<file path="src/rtl/lnk_perfmon_pkg.sv">
package lnk_perfmon_pkg;

   localparam int NUM_CNT = 5;
   localparam int INC_W   = 2;

   typedef enum logic [2:0] {
      CSEL_FRAME = 3'd0,
      CSEL_CRC   = 3'd1,
      CSEL_EBIT  = 3'd2,
      CSEL_SA6A  = 3'd3,
      CSEL_SA6B  = 3'd4
   } cnt_sel_e;

   typedef struct packed {
      logic e1_mode;
      logic nfas_chk;
   } pm_cfg_t;

endpackage

</file>
<file path="src/rtl/lnk_pm_evt_qual.sv">
module lnk_pm_evt_qual
   import lnk_perfmon_pkg::*;
#(
   parameter int               FAS_W       = 7,
   parameter logic [FAS_W-1:0] FAS_PATTERN = 7'b0011011,
   parameter logic [3:0]       SA6A_VAL    = 4'b0010,
   parameter logic [3:0]       SA6A_MASK   = 4'b1110,
   parameter logic [3:0]       SA6B_VAL    = 4'b0001,
   parameter logic [3:0]       SA6B_MASK   = 4'b1101
) (
   input  pm_cfg_t                        cfg,
   input  logic                           frame_lost,
   input  logic                           mf_lost,
   input  logic                           fbit_strobe,
   input  logic                           fbit_err,
   input  logic                           fas_strobe,
   input  logic [FAS_W-1:0]               fas_word,
   input  logic                           nfas_strobe,
   input  logic                           nfas_bit2,
   input  logic                           crc_strobe,
   input  logic                           crc_err,
   input  logic                           ebit_strobe,
   input  logic                           ebit_val,
   input  logic                           smf_strobe,
   input  logic [3:0]                     sa6_nibble,
   output logic [NUM_CNT-1:0][INC_W-1:0]  inc
);

   logic             fas_bad;
   logic             nfas_bad;
   logic [INC_W-1:0] frame_inc;
   logic [1:0]       sa6_hit;

   // One error per bad alignment word, whatever the number of bad bits
   always_comb begin
      fas_bad  = fas_strobe && (fas_word != FAS_PATTERN);
      nfas_bad = cfg.nfas_chk && nfas_strobe && !nfas_bit2;
      if (cfg.e1_mode) begin
         frame_inc = INC_W'(fas_bad) + INC_W'(nfas_bad);
      end else begin
         frame_inc = INC_W'(fbit_strobe && fbit_err);
      end
      if (frame_lost) begin
         frame_inc = '0;
      end
   end

   for (genvar gi = 0; gi < 2; gi++) begin : g_sa6
      localparam logic [3:0] MVAL  = (gi == 0) ? SA6A_VAL  : SA6B_VAL;
      localparam logic [3:0] MMASK = (gi == 0) ? SA6A_MASK : SA6B_MASK;
      assign sa6_hit[gi] = smf_strobe && !mf_lost &&
                           ((sa6_nibble & MMASK) == (MVAL & MMASK));
   end

   always_comb begin
      inc             = '0;
      inc[CSEL_FRAME] = frame_inc;
      inc[CSEL_CRC]   = INC_W'(crc_strobe && crc_err && !mf_lost);
      inc[CSEL_EBIT]  = INC_W'(ebit_strobe && !ebit_val && !mf_lost);
      inc[CSEL_SA6A]  = INC_W'(sa6_hit[0]);
      inc[CSEL_SA6B]  = INC_W'(sa6_hit[1]);
   end

endmodule

</file>
<file path="src/rtl/lnk_pm_satcnt.sv">
module lnk_pm_satcnt #(
   parameter int CNT_W    = 16,
   parameter int INC_W    = 2,
   parameter bit SATURATE = 1'b1
) (
   input  logic             clk,
   input  logic             rst_n,
   input  logic             clr,
   input  logic [INC_W-1:0] inc,
   output logic [CNT_W-1:0] q
);

   localparam logic [CNT_W-1:0] CNT_MAX = '1;

   logic [CNT_W-1:0] base;
   logic [CNT_W:0]   sum;
   logic [CNT_W-1:0] nxt;

   // A clearing read restarts from zero, so events of the same cycle survive
   assign base = clr ? '0 : q;
   assign sum  = {1'b0, base} + (CNT_W+1)'(inc);

   if (SATURATE) begin : g_sat
      assign nxt = sum[CNT_W] ? CNT_MAX : sum[CNT_W-1:0];
   end else begin : g_wrap
      logic unused_carry;
      assign unused_carry = sum[CNT_W];
      assign nxt          = sum[CNT_W-1:0];
   end

   always_ff @(posedge clk or negedge rst_n) begin
      if (!rst_n) begin
         q <= '0;
      end else begin
         q <= nxt;
      end
   end

endmodule

</file>
<file path="src/rtl/lnk_pm_rdport.sv">
module lnk_pm_rdport
   import lnk_perfmon_pkg::*;
#(
   parameter int CNT_W  = 16,
   parameter int ADDR_W = 3
) (
   input  logic                           clk,
   input  logic                           rst_n,
   input  logic                           rd_en,
   input  logic [ADDR_W-1:0]              rd_addr,
   input  logic [NUM_CNT-1:0][CNT_W-1:0]  cnt,
   output logic [NUM_CNT-1:0]             clr,
   output logic [CNT_W-1:0]               rd_data
);

   logic [CNT_W-1:0] sel_val;

   for (genvar gk = 0; gk < NUM_CNT; gk++) begin : g_clr
      assign clr[gk] = rd_en && (rd_addr == ADDR_W'(gk));
   end

   always_comb begin
      sel_val = '0;
      for (int k = 0; k < NUM_CNT; k++) begin
         if (clr[k]) begin
            sel_val = cnt[k];
         end
      end
   end

   always_ff @(posedge clk or negedge rst_n) begin
      if (!rst_n) begin
         rd_data <= '0;
      end else if (rd_en) begin
         rd_data <= sel_val;
      end
   end

endmodule

</file>
<file path="src/rtl/lnk_perfmon.sv">
module lnk_perfmon
   import lnk_perfmon_pkg::*;
#(
   parameter int               CNT_W       = 16,
   parameter int               ADDR_W      = 3,
   parameter int               FAS_W       = 7,
   parameter logic [FAS_W-1:0] FAS_PATTERN = 7'b0011011,
   parameter bit               SATURATE    = 1'b1
) (
   input  logic              clk,
   input  logic              rst_n,
   input  logic              cfg_e1_mode,
   input  logic              cfg_nfas_chk,
   input  logic              frame_lost,
   input  logic              mf_lost,
   input  logic              fbit_strobe,
   input  logic              fbit_err,
   input  logic              fas_strobe,
   input  logic [FAS_W-1:0]  fas_word,
   input  logic              nfas_strobe,
   input  logic              nfas_bit2,
   input  logic              crc_strobe,
   input  logic              crc_err,
   input  logic              ebit_strobe,
   input  logic              ebit_val,
   input  logic              smf_strobe,
   input  logic [3:0]        sa6_nibble,
   input  logic              rd_en,
   input  logic [ADDR_W-1:0] rd_addr,
   output logic [CNT_W-1:0]  rd_data
);

   if (CNT_W < 2) begin : g_bad_cnt_w
      $error("lnk_perfmon: CNT_W must be at least 2");
   end
   if ((1 << ADDR_W) < NUM_CNT) begin : g_bad_addr_w
      $error("lnk_perfmon: ADDR_W too narrow for the counter bank");
   end
   if (FAS_W < 1) begin : g_bad_fas_w
      $error("lnk_perfmon: FAS_W must be positive");
   end

   pm_cfg_t                       cfg;
   logic [NUM_CNT-1:0][INC_W-1:0] evt_inc;
   logic [NUM_CNT-1:0][CNT_W-1:0] cnt_q;
   logic [NUM_CNT-1:0]            cnt_clr;

   assign cfg.e1_mode  = cfg_e1_mode;
   assign cfg.nfas_chk = cfg_nfas_chk;

   lnk_pm_evt_qual #(
      .FAS_W       (FAS_W),
      .FAS_PATTERN (FAS_PATTERN)
   ) i_qual (
      .cfg         (cfg),
      .frame_lost  (frame_lost),
      .mf_lost     (mf_lost),
      .fbit_strobe (fbit_strobe),
      .fbit_err    (fbit_err),
      .fas_strobe  (fas_strobe),
      .fas_word    (fas_word),
      .nfas_strobe (nfas_strobe),
      .nfas_bit2   (nfas_bit2),
      .crc_strobe  (crc_strobe),
      .crc_err     (crc_err),
      .ebit_strobe (ebit_strobe),
      .ebit_val    (ebit_val),
      .smf_strobe  (smf_strobe),
      .sa6_nibble  (sa6_nibble),
      .inc         (evt_inc)
   );

   for (genvar gc = 0; gc < NUM_CNT; gc++) begin : g_cnt
      lnk_pm_satcnt #(
         .CNT_W    (CNT_W),
         .INC_W    (INC_W),
         .SATURATE (SATURATE)
      ) i_cnt (
         .clk   (clk),
         .rst_n (rst_n),
         .clr   (cnt_clr[gc]),
         .inc   (evt_inc[gc]),
         .q     (cnt_q[gc])
      );
   end

   lnk_pm_rdport #(
      .CNT_W  (CNT_W),
      .ADDR_W (ADDR_W)
   ) i_rd (
      .clk     (clk),
      .rst_n   (rst_n),
      .rd_en   (rd_en),
      .rd_addr (rd_addr),
      .cnt     (cnt_q),
      .clr     (cnt_clr),
      .rd_data (rd_data)
   );

endmodule

</file>
<file path="config.mk">
export PLATFORM = sky130hd
export DESIGN_NAME = lnk_perfmon
export DESIGN_NICKNAME = d
export VERILOG_FILES = /design/src/rtl/lnk_perfmon_pkg.sv /design/src/rtl/lnk_pm_evt_qual.sv /design/src/rtl/lnk_pm_satcnt.sv /design/src/rtl/lnk_pm_rdport.sv /design/src/rtl/lnk_perfmon.sv
export SDC_FILE = /design/constraint.sdc
export NUM_CORES = 1
export LEC_CHECK = 0
export ABC_AREA = 1
export BUFFER_PORTS_ARGS = -buffer_cell sky130_fd_sc_hd__clkbuf_2
export CORE_MARGIN = 2
export CORE_UTILIZATION = 45
export CTS_CLUSTER_SIZE = 16
export DETAILED_ROUTE_END_ITERATION = 8
export SLEW_MARGIN = 0
export SYNTH_ARGS = -nofsm -noshare
export SYNTH_HDL_FRONTEND = slang
export SYNTH_SLANG_ARGS = --single-unit
</file>
<file path="constraint.sdc">
create_clock -name clk -period 6.6 [get_ports clk]
set_input_delay 0.99 -clock clk [delete_from_list [all_inputs] [get_ports clk]]
set_output_delay 0.99 -clock clk [all_outputs]
set_load 0.03 [all_outputs]
</file>
==> results of run 1 <==
-- flip-flops by register name, indices dropped and copies added (netlist names) --
| register | count |
|---|---|
| i_rd.rd_data | 16 |
| g_cnt.i_cnt.q | 80 |
-- path summary, 6_finish.rpt --
check	from	to	slack [ns]
setup / recovery	fas_word[2]	g_cnt[0].i_cnt.q[15]$_DFF_PN0_	3.13
hold reg to reg	i_rd.rd_data[5]$_DFFE_PN0P_	i_rd.rd_data[5]$_DFFE_PN0P_	0.51
max in group asynchronous	rst_n	g_cnt[4].i_cnt.q[0]$_DFF_PN0_	4.85
setup reg to reg	g_cnt[0].i_cnt.q[0]$_DFF_PN0_	g_cnt[0].i_cnt.q[15]$_DFF_PN0_	4.29
min in group asynchronous	rst_n	g_cnt[1].i_cnt.q[12]$_DFF_PN0_	0.66
hold / removal	i_rd.rd_data[5]$_DFFE_PN0P_	i_rd.rd_data[5]$_DFFE_PN0P_	0.51
-- routing by layer --
metal  wire [µm]  GRT usage [%]  part of all wire [%]
met4         469          9.411                   2.9
met3         550          2.715                   3.4
met2        7933          40.98                    49
met5           0              0                     0
met1        7361          31.71                    45
-- critical path, stage by stage --
cell and delay (ns):
sky130_fd_sc_hd__clkbuf_2 0.08, sky130_fd_sc_hd__inv_1 0.04, sky130_fd_sc_hd__nand4_1 0.06, sky130_fd_sc_hd__o41a_1 0.31, sky130_fd_sc_hd__ha_1 0.28, sky130_fd_sc_hd__nor2_1 0.04
sky130_fd_sc_hd__nor3_1 0.17, sky130_fd_sc_hd__ha_1 0.19, sky130_fd_sc_hd__inv_1 0.05, sky130_fd_sc_hd__fa_1 0.38, sky130_fd_sc_hd__or2_2 0.33, sky130_fd_sc_hd__nor2_4 0.18
sky130_fd_sc_hd__nand2_4 0.10, sky130_fd_sc_hd__nor2_4 0.15, sky130_fd_sc_hd__nand3_4 0.22, sky130_fd_sc_hd__nand3_1 0.16
-- cell usage after synthesis (8+ instances only) --
| cell | number |
|---|---|
| sky130_fd_sc_hd__a21oi_1 | 18 |
| sky130_fd_sc_hd__buf_6 | 9 |
| sky130_fd_sc_hd__dfrtp_1 | 96 |
| sky130_fd_sc_hd__ha_1 | 11 |
| sky130_fd_sc_hd__inv_1 | 106 |
| sky130_fd_sc_hd__nand2_1 | 236 |
| sky130_fd_sc_hd__nand2_2 | 11 |
| sky130_fd_sc_hd__nand3_1 | 129 |
| sky130_fd_sc_hd__nand4_1 | 33 |
| sky130_fd_sc_hd__nor2_1 | 93 |
| sky130_fd_sc_hd__nor2_2 | 9 |
| sky130_fd_sc_hd__nor2_4 | 8 |
| sky130_fd_sc_hd__nor3_1 | 12 |
| sky130_fd_sc_hd__o21ai_0 | 15 |
| sky130_fd_sc_hd__o21bai_1 | 8 |
| sky130_fd_sc_hd__or2_2 | 9 |
| sky130_fd_sc_hd__xor2_1 | 8 |
-- through the flow --
step           total power [mW]  setup WS (ns)
4_1_cts                   1.476          3.100
3_3_place_gp             0.8887          2.823
5_1_grt                   1.540          2.851
6_report                  1.466          3.133
2_1_floorplan            0.8287          3.046
3_5_place_dp             0.8969          2.743
-- cell type report --
cell class | count | area share (%)
Clock buffer | 10 | 3.353
Inverter | 110 | 6.047
Tap cell | 176 | 3.225
Sequential cell | 96 | 35.18
Clock inverter | 6 | 1.319
Timing Repair Buffer | 48 | 3.628
Multi-Input combinational cell | 638 | 47.24
-- cells by family (layout without fill, tap and decap cells) --
| kind of cell | after synthesis | after routing | share of synthesized area, % |
|---|---|---|---|
| buffers and inverters | 134 | 174 | 9.515 |
| DFF | 96 | 96 | 38.62 |
| and+or+nand+nor | 561 | 561 | 42.53 |
| adders and majority gates | 12 | 12 | 2.535 |
| AOI/OAI and AO/OA | 51 | 51 | 4.828 |
| xor gates and xnor gates | 14 | 14 | 1.971 |
-- power by group --
part / switching, mW / internal, mW
registers: 0.0380 / 0.640
clock network: 0.246 / 0.335
logic: 0.133 / 0.0739
==> summary.txt, run 1 <==
Outcome
  – Outcome: finished, final reports clean

Synthesis
  – Post-synthesis register bit count: 96
  – Number of distinct library cell variants in the gate-level netlist after synthesis: 34
  – Cell area after synthesis: 0.006220 mm²
  – Most used DFF post-synth: sky130_fd_sc_hd__dfrtp_1
  – Cell types with the largest area share after synthesis: sky130_fd_sc_hd__dfrtp_1, sky130_fd_sc_hd__nand2_1, sky130_fd_sc_hd__nand3_1, sky130_fd_sc_hd__inv_1, sky130_fd_sc_hd__nor2_1
  – Number of enable-type register cells in the synthesized netlist: 0
  – Post-Synthesis Mean Instance Area: 7.166 µm²
  – Post-synthesis cell type with the largest combined area: sky130_fd_sc_hd__dfrtp_1
  – Sequential cell area fraction in the yosys report: 38.62%
  – Number of warning messages in the yosys log: 0
  – Share of synthesized flip-flops with an asynchronous set or reset: 100.0%
  – Synth Net Count: 911
  – Gate count of the mapped netlist: 868
  – Top-area cell type share of the netlist area: 38.62%

Job
  – Max-capacitance violation count: 0

Timing
  – Count of endpoints failing hold in the final timing report: 0
  – Setup repair after global routing missed its margin: no
  – Hold WS: 0.5093 ns
  – Pins over their slew limit: 0
  – Max transition margin: 44.27%
  – F_max: 288.4 MHz
  – Worst setup skew after layout: 0.01127 ns
  – Actual slew at the worst max-slew pin: 0.8329 ns
  – Shortest period the worst path allows: 3.467 ns
  – Final cycle utilization of the critical path: 52.53%
  – Count of final setup violators: 0
  – Sum Neg Setup Slack: 0 ns

Final layout
  – # nets final: 946
  – Register area: 0.002402 mm²
  – Util after Layout: 51.15%
  – Filler-free cell count of the finished design: 1084
  – Most common cell after layout, fill and taps aside: sky130_fd_sc_hd__nand2_1
  – Area of the multi-input gates: 0.003226 mm²
  – Number of filler cells placed in the layout: 1382
  – Layout area overhead: 9.777%
  – Final std cell area, no fill: 0.006828 mm²
  – Leading cell types in the layout, fill and taps excluded: sky130_fd_sc_hd__nand2_1, sky130_fd_sc_hd__nand3_1, sky130_fd_sc_hd__inv_1
  – Fraction of layout cells with a size suffix above 1: 13.22%
  – Antenna diode count: 0

Die
  – Die Width: 121.6 µm
  – Total die area: 0.01478 mm²
  – Starting density of the core: 46.60%
  – Standard-cell rows: 42
  – Y dimension of the die: 121.6 µm
  – # IOs: 47
  – Placeable core area: 0.01335 mm²

Pwr
  – Leakage component of the power: 3.494 nW
  – Worst vdd rail ir drop: 123.6 µV
  – Power density over cell area: 214.6 mW/mm²

Global routing
  – Global-route usage over all layers: 24.13%
  – Via count of the first global-routing pass: 5686
  – Pin count of the biggest net entering global routing: 50
  – Global-route wire length before repair: 27840 µm
  – Residual overflow from global routing: 0
  – Antenna violations before repair: 0

Placed design
  – Half-perimeter wire length of the detailed placement result: 12130 µm
  – Count of buffers inserted at the top-level ports: 46
  – Routability cong.: 0.9091
  – Post-placement cell count: 1068
  – Instance area at placement: 0.006509 mm²

Clock tree
  – TritonCTS clock tree: built
  – Number of levels the H-tree was split into: 3
  – Clock slew at reported path FFs: 0.07 ns
  – Clock buffer count from CTS: 9
  – Clock tree sinks: 96
  – Maximum number of buffers from clock root to sink: 2
  – Hold Buf Count CTS: 0
  – Number of cells upsized or downsized after cts: 0
  – Insertion delay to the later sink of the worst-skew pair: 0.36 ns
  – Post-CTS repair timing setup buffer count: 0
  – Root buf cell: sky130_fd_sc_hd__clkbuf_16

Setup path
  – Worst r2r path cells: 11
  – Data arrival time at the worst-slack endpoint: 3.75 ns
  – Classification of the worst setup path: in -> reg
  – Largest fanout on the critical path: 16
  – Nature of the critical path startpoint: primary input
  – Worst path required time: 6.88 ns
  – CP endpoint kind: register

Detailed routing
  – Residual DRC: 0
  – Number of routed nets with antenna violations: 0
  – Vias per Instance: 5.297
  – Routed length per instance: 15.05 µm
  – Pre-Repair DR Iteration Count: 4
  – Number of DRC markers after the initial detailed-route iteration: 342
  – WL final: 16310 µm
  – Vias post-DR: 5742

Min path
  – Worst Hold Class: reg -> reg
  – Number of cells traversed by the worst hold path: 2
(Power assumes the default switching activity.)
==> run 2: changes to the inputs <==
==> constraint.sdc (replaced) <==
create_clock -name clk -period 3.14 [get_ports clk]
set_input_delay 0.471 -clock clk [delete_from_list [all_inputs] [get_ports clk]]
set_output_delay 0.471 -clock clk [all_outputs]
set_load 0.03 [all_outputs]
==> run 2 against run 1 <==
Via count increased by 0.40%. Die area unchanged. First-iteration DRC count decreased by 17%. Sequential power increased by 110%.
==> summary.txt, run 2 (synthesized netlist as in run 1, its figures left out) <==
Pwr
  – Internal cell power: 2.297 mW
  – Clock network power share: 41.1%
  – Leakage component of the power: 3.571 nW
  – Worst vdd rail ir drop: 245.6 µV
  – Share of total power in combinational logic: 14.1%
  – Power density over cell area: 456.6 mW/mm²
  – Relative contribution of sequential cells to total power: 44.8%
  – Net switching power figure: 0.8823 mW
  – Switching share of power: 27.75%
  – Power after layout: 3.179 mW

Clock tree
  – Clock buffer count from CTS: 9
  – Post-CTS repair timing setup buffer count: 0
  – Insertion delay to the later sink of the worst-skew pair: 0.35 ns
  – TritonCTS clock tree: built
  – Maximum number of buffers from clock root to sink: 2
  – Number of levels the H-tree was split into: 3
  – Clock tree sinks: 96
  – Root buf cell: sky130_fd_sc_hd__clkbuf_16
  – Hold Buf Count CTS: 0
  – Number of cells upsized or downsized after cts: 0
  – Clock slew at reported path FFs: 0.07 ns

Setup path
  – Nature of the critical path startpoint: primary input
  – Classification of the worst setup path: in -> reg
  – Data arrival time at the worst-slack endpoint: 3.14 ns
  – CP endpoint kind: register
  – Largest fanout on the critical path: 16
  – Worst path required time: 3.42 ns

Global routing
  – Antenna violations before repair: 0
  – Global-route wire length before repair: 26550 µm
  – Fraction of met2 tracks used by global routing: 37.78%
  – Met3 Resource Use GR: 2.809%
  – Residual overflow from global routing: 0
  – Via count of the first global-routing pass: 5546
  – Grt met1 use: 29.85%
  – Pin count of the biggest net entering global routing: 52
  – Global-route usage over all layers: 22.93%
  – Most congested layer reported by global routing: met2

Job
  – Max-capacitance violation count: 0

Detailed routing
  – Number of DRC markers after the initial detailed-route iteration: 285
  – Vias post-DR: 5765
  – Number of routed nets with antenna violations: 0
  – Residual DRC: 0
  – Vias per Instance: 5.260
  – Pre-Repair DR Iteration Count: 4
  – WL final: 16050 µm
  – Routed length per instance: 14.65 µm

Timing
  – Post-route worst setup slack: 0.2831 ns
  – Worst setup skew after layout: 0.007333 ns
  – Setup repair after global routing missed its margin: no
  – Pins over their slew limit: 0
  – Final cycle utilization of the critical path: 90.98%
  – Sum Neg Setup Slack: 0 ns
  – Count of final setup violators: 0
  – Actual slew at the worst max-slew pin: 0.6911 ns
  – Shortest period the worst path allows: 2.857 ns
  – F_max: 350.0 MHz
  – Count of endpoints failing hold in the final timing report: 0
  – Max transition margin: 53.93%

Die
  – Starting density of the core: 46.60%
  – Placeable core area: 0.01335 mm²
  – Die Width: 121.6 µm
  – Y dimension of the die: 121.6 µm
  – Total die area: 0.01478 mm²
  – Standard-cell rows: 42
  – # IOs: 47

Placed design
  – Post-placement cell count: 1080
  – Instance area at placement: 0.006611 mm²
  – Count of buffers inserted at the top-level ports: 46
  – Setup slack at placement: -0.08353 ns
  – Half-perimeter wire length of the detailed placement result: 12110 µm
  – Routability cong.: 0.9052

Final layout
  – # nets final: 958
  – Final std cell area, no fill: 0.006963 mm²
  – Fraction of layout cells with a size suffix above 1: 14.46%
  – Top Registers: g_cnt.i_cnt.q x80, i_rd.rd_data x16
  – Top register by number of flip-flops: g_cnt.i_cnt.q
  – Layout area overhead: 11.95%
  – Filler-free cell count of the finished design: 1096
  – Antenna diode count: 0
  – Flip-flop count of the largest register after layout: 80
  – Leading cell types in the layout, fill and taps excluded: sky130_fd_sc_hd__nand2_1, sky130_fd_sc_hd__nand3_1, sky130_fd_sc_hd__inv_1
  – Most common cell after layout, fill and taps aside: sky130_fd_sc_hd__nand2_1

Min path
  – Worst Hold Class: in -> async

Outcome
  – Outcome: finished, final reports clean
-- run 2: changes by cell type in the layout (fill, tap and decap cells not counted) --
cell                        previous run  this run
sky130_fd_sc_hd__clkinv_4              0         1
sky130_fd_sc_hd__buf_4                 3        14
sky130_fd_sc_hd__buf_12                0         1
sky130_fd_sc_hd__inv_8                 0         1
sky130_fd_sc_hd__inv_6                 2         1
sky130_fd_sc_hd__clkinv_2              1         0
sky130_fd_sc_hd__bufinv_16             2         3
sky130_fd_sc_hd__clkbuf_1              1         0
-- run 2: area by class of cell --
class | instances | area (µm²)
timing repair buffer | 60 | 350.3
tap | 176 | 220.2
clock buffer | 9 | 225.2
fill | 1292 | 6385
multi-input combinational | 638 | 3226
clock inverter | 7 | 126.4
inverter | 110 | 412.9
sequential | 96 | 2402
-- run 2: power groups by stage --
stage	clock, mW	sequential (mW)	combinational [mW]
after floorplan	0	1.45	0.291
after global placement	0	1.45	0.435
after detailed placement	0	1.45	0.451
after CTS	1.33	1.42	0.454
after global routing	1.37	1.44	0.515
final	1.31	1.42	0.449
-- run 2: per-layer routing --
metal  part of all wire, %  wire (µm)  vias to the layer above
met1                    45       7214                     2703
met2                    47       7573                      124
li1                      -          -                     2904
met3                   3.9        627                       34
met5                     0          0                        -
met4                   4.0        636                        0
-- run 2: worst max-delay path, cell delays in order --
cell                       delay [ns]
sky130_fd_sc_hd__clkbuf_2        0.08
sky130_fd_sc_hd__inv_1           0.04
sky130_fd_sc_hd__nand4_1         0.07
sky130_fd_sc_hd__o41a_1          0.32
sky130_fd_sc_hd__ha_1            0.27
sky130_fd_sc_hd__nor2_1          0.04
sky130_fd_sc_hd__nor3_1          0.17
sky130_fd_sc_hd__ha_1            0.19
sky130_fd_sc_hd__inv_1           0.05
sky130_fd_sc_hd__fa_1            0.39
sky130_fd_sc_hd__or2_2           0.33
sky130_fd_sc_hd__nor2_4          0.14
sky130_fd_sc_hd__nand2_4         0.07
sky130_fd_sc_hd__nor2_4          0.12
sky130_fd_sc_hd__nand3_4         0.21
sky130_fd_sc_hd__nand3_1         0.17
-- run 2: through the flow --
step	util (%)	hold slack, ns
floorplan	-	0.1754
global placement	49.53	0.4924
detailed placement	49.53	0.4939
CTS	52.17	0.1824
global route	52.17	0.2166
finish	52.17	0.1439
-- run 2: path summary, 6_finish.rpt --
check,endpoint,from,slack (ns),depth (start not counted)
max,g_cnt[0].i_cnt.q[8]$_DFF_PN0_,fas_word[2],0.28,16
min,g_cnt[1].i_cnt.q[9]$_DFF_PN0_,rst_n,0.14,1
max reg2reg,g_cnt[0].i_cnt.q[8]$_DFF_PN0_,g_cnt[0].i_cnt.q[0]$_DFF_PN0_,0.89,11
min reg2reg,i_rd.rd_data[14]$_DFFE_PN0P_,i_rd.rd_data[14]$_DFFE_PN0P_,0.51,2
max in group asynchronous,g_cnt[3].i_cnt.q[13]$_DFF_PN0_,rst_n,2.32,2
min in group clk,i_rd.rd_data[14]$_DFFE_PN0P_,i_rd.rd_data[14]$_DFFE_PN0P_,0.51,2
==> run 3: changes to the inputs <==
==> constraint.sdc (replaced) <==
create_clock -name clk -period 2.6 [get_ports clk]
set_input_delay 0.39 -clock clk [delete_from_list [all_inputs] [get_ports clk]]
set_output_delay 0.39 -clock clk [all_outputs]
set_load 0.03 [all_outputs]
==> run 3 against run 2 <==
Clock skew barely moved. Global-route usage grew 1.2 points. Utilization rose by 0.70 points. Largest cell class unchanged. Highest routed layer unchanged.
==> summary.txt, run 3 (synthesized netlist as in run 1, its figures left out) <==
Min path
  – Worst Hold Class: in -> async

Clock tree
  – TritonCTS clock tree: built
  – Root buf cell: sky130_fd_sc_hd__clkbuf_16
  – Clock buffer count from CTS: 9
  – Clock slew at reported path FFs: 0.07 ns
  – Insertion delay to the later sink of the worst-skew pair: 0.36 ns
  – Maximum number of buffers from clock root to sink: 2
  – Number of levels the H-tree was split into: 3
  – Clock tree sinks: 96

Outcome
  – Outcome: finished, final reports clean

Global routing
  – Residual overflow from global routing: 0
  – Antenna violations before repair: 0
  – Global-route usage over all layers: 24.09%
  – Global-route wire length before repair: 27730 µm
  – Pin count of the biggest net entering global routing: 49
  – Via count of the first global-routing pass: 5750

Detailed routing
  – Residual DRC: 0
  – Routed length per instance: 14.97 µm
  – Vias post-DR: 5861
  – WL final: 16620 µm
  – Number of DRC markers after the initial detailed-route iteration: 425
  – Number of routed nets with antenna violations: 0
  – Pre-Repair DR Iteration Count: 5
  – Vias per Instance: 5.280

Final layout
  – Leading cell types in the layout, fill and taps excluded: sky130_fd_sc_hd__nand2_1, sky130_fd_sc_hd__nand3_1, sky130_fd_sc_hd__inv_1
  – Top register by number of flip-flops: g_cnt.i_cnt.q
  – Layout area overhead: 13.46%
  – Filler-free cell count of the finished design: 1110
  – Flip-flop count of the largest register after layout: 80
  – Antenna diode count: 0
  – Final std cell area, no fill: 0.007057 mm²
  – # nets final: 972
  – Most common cell after layout, fill and taps aside: sky130_fd_sc_hd__nand2_1
  – Fraction of layout cells with a size suffix above 1: 16.81%
  – Top Registers: g_cnt.i_cnt.q x80, i_rd.rd_data x16
  – Util after Layout: 52.87%

Placed design
  – Setup slack at placement: -0.4562 ns
  – Post-placement cell count: 1085
  – Count of buffers inserted at the top-level ports: 46
  – Routability cong.: 0.9001
  – Half-perimeter wire length of the detailed placement result: 12290 µm
  – Instance area at placement: 0.006659 mm²

Timing
  – Sum Neg Setup Slack: 0 ns
  – Count of endpoints failing hold in the final timing report: 0
  – Setup repair after global routing missed its margin: yes
  – Shortest period the worst path allows: 2.589 ns
  – Final cycle utilization of the critical path: 99.59%
  – Pins over their slew limit: 0
  – Count of final setup violators: 0
  – F_max: 386.2 MHz
  – Worst setup skew after layout: 0.007663 ns
  – Max transition margin: 72.67%
  – Actual slew at the worst max-slew pin: 0.4077 ns
  – Post-route worst setup slack: 0.01060 ns

Setup path
  – R2r startpoint: g_cnt[0].i_cnt.q[0]$_DFF_PN0_
  – Worst path required time: 2.89 ns
  – Reg2reg setup slack: 0.51 ns
  – Worst reg2reg endpoint: g_cnt[0].i_cnt.q[15]$_DFF_PN0_
  – Largest fanout on the critical path: 8
  – Nature of the critical path startpoint: primary input
  – Worst r2r path cells: 12
  – Classification of the worst setup path: in -> reg
  – Data arrival time at the worst-slack endpoint: 2.88 ns
  – CP endpoint kind: register

Pwr
  – Leakage component of the power: 3.623 nW
  – Power density over cell area: 514.6 mW/mm²
  – Worst vdd rail ir drop: 285.3 µV

Job
  – Max-capacitance violation count: 0

Die
  – Die Width: 121.6 µm
  – Total die area: 0.01478 mm²
  – Starting density of the core: 46.60%
  – Y dimension of the die: 121.6 µm
  – # IOs: 47
  – Placeable core area: 0.01335 mm²
  – Standard-cell rows: 42
## run 3: changes by cell type in the layout (fill, tap and decap cells not counted), sizes merged
cell / previous run / this run
bufinv: 3 / 0
clkbuf: 54 / 56
nand3: 138 / 139
dlygate4sd3: 0 / 1
buf: 15 / 27
clkinv: 1 / 2
## run 3: worst max-delay path by stage
stage,from,endpoint,slack (ns)
6_report,fas_word[4],g_cnt[0].i_cnt.q[15]$_DFF_PN0_,0.01
2_1_floorplan,fas_word[5],g_cnt[0].i_cnt.q[7]$_DFF_PN0_,-0.24
3_5_place_dp,fas_word[2],g_cnt[0].i_cnt.q[15]$_DFF_PN0_,-0.46
5_1_grt,fas_word[2],g_cnt[0].i_cnt.q[13]$_DFF_PN0_,-0.11
3_3_place_gp,fas_word[4],g_cnt[0].i_cnt.q[15]$_DFF_PN0_,-0.39
4_1_cts,fas_word[2],g_cnt[0].i_cnt.q[14]$_DFF_PN0_,-0.01
## run 3: layout make-up
cell class                 count  area (µm²)
clock inverter                 5       38.79
fill                        1310        6291
inverter                     110       415.4
clock buffer                  11       252.7
tap                          176       220.2
multi-input combinational    639        3273
sequential                    96        2402
timing repair buffer          73       454.2
## run 3: stage by stage
step / power [mW] / hold slack, ns
after global routing: 3.808 / 0.4991
after floorplan: 2.107 / 0.09441
final: 3.631 / 0.4693
after global placement: 2.283 / 0.3083
after detailed placement: 2.296 / 0.3133
after CTS: 3.638 / 0.4848
## run 3: metal layers
layer  part of all wire, %  vias to the layer above  track usage [%]
li1                      -                     2929                -
met1                    45                     2772            30.85
met2                    49                      132            40.98
met3                   3.8                       28            3.371
met4                   2.3                        0            10.06
met5                     0                        -                0
## run 3: worst max-delay path: stages
cell and delay [ns]:
sky130_fd_sc_hd__clkbuf_2 0.10, sky130_fd_sc_hd__inv_4 0.03, sky130_fd_sc_hd__o41a_1 0.40, sky130_fd_sc_hd__ha_1 0.28
sky130_fd_sc_hd__nor2_1 0.04, sky130_fd_sc_hd__nor3_2 0.15, sky130_fd_sc_hd__ha_2 0.21, sky130_fd_sc_hd__inv_2 0.04
sky130_fd_sc_hd__fa_2 0.33, sky130_fd_sc_hd__or2_4 0.24, sky130_fd_sc_hd__nor2_4 0.11, sky130_fd_sc_hd__nand2_4 0.08
sky130_fd_sc_hd__nor2_4 0.11, sky130_fd_sc_hd__buf_4 0.13, sky130_fd_sc_hd__nand3_4 0.12, sky130_fd_sc_hd__nand3_1 0.13
## run 3: power breakdown
group | total (mW) | internal (mW) | switching (mW)
clock | 1.34 | 0.709 | 0.632
combinational | 0.570 | 0.217 | 0.354
sequential | 1.72 | 1.62 | 0.0962
## run 3: timing repair
action,CTS,global route
pin swaps,7,2
endpoints found under the setup margin,16,16
gates resized for setup,2,7
hold buffers,1,0
buffers inserted,3,4
hold endpoints to repair,20,0
cloned,1,0
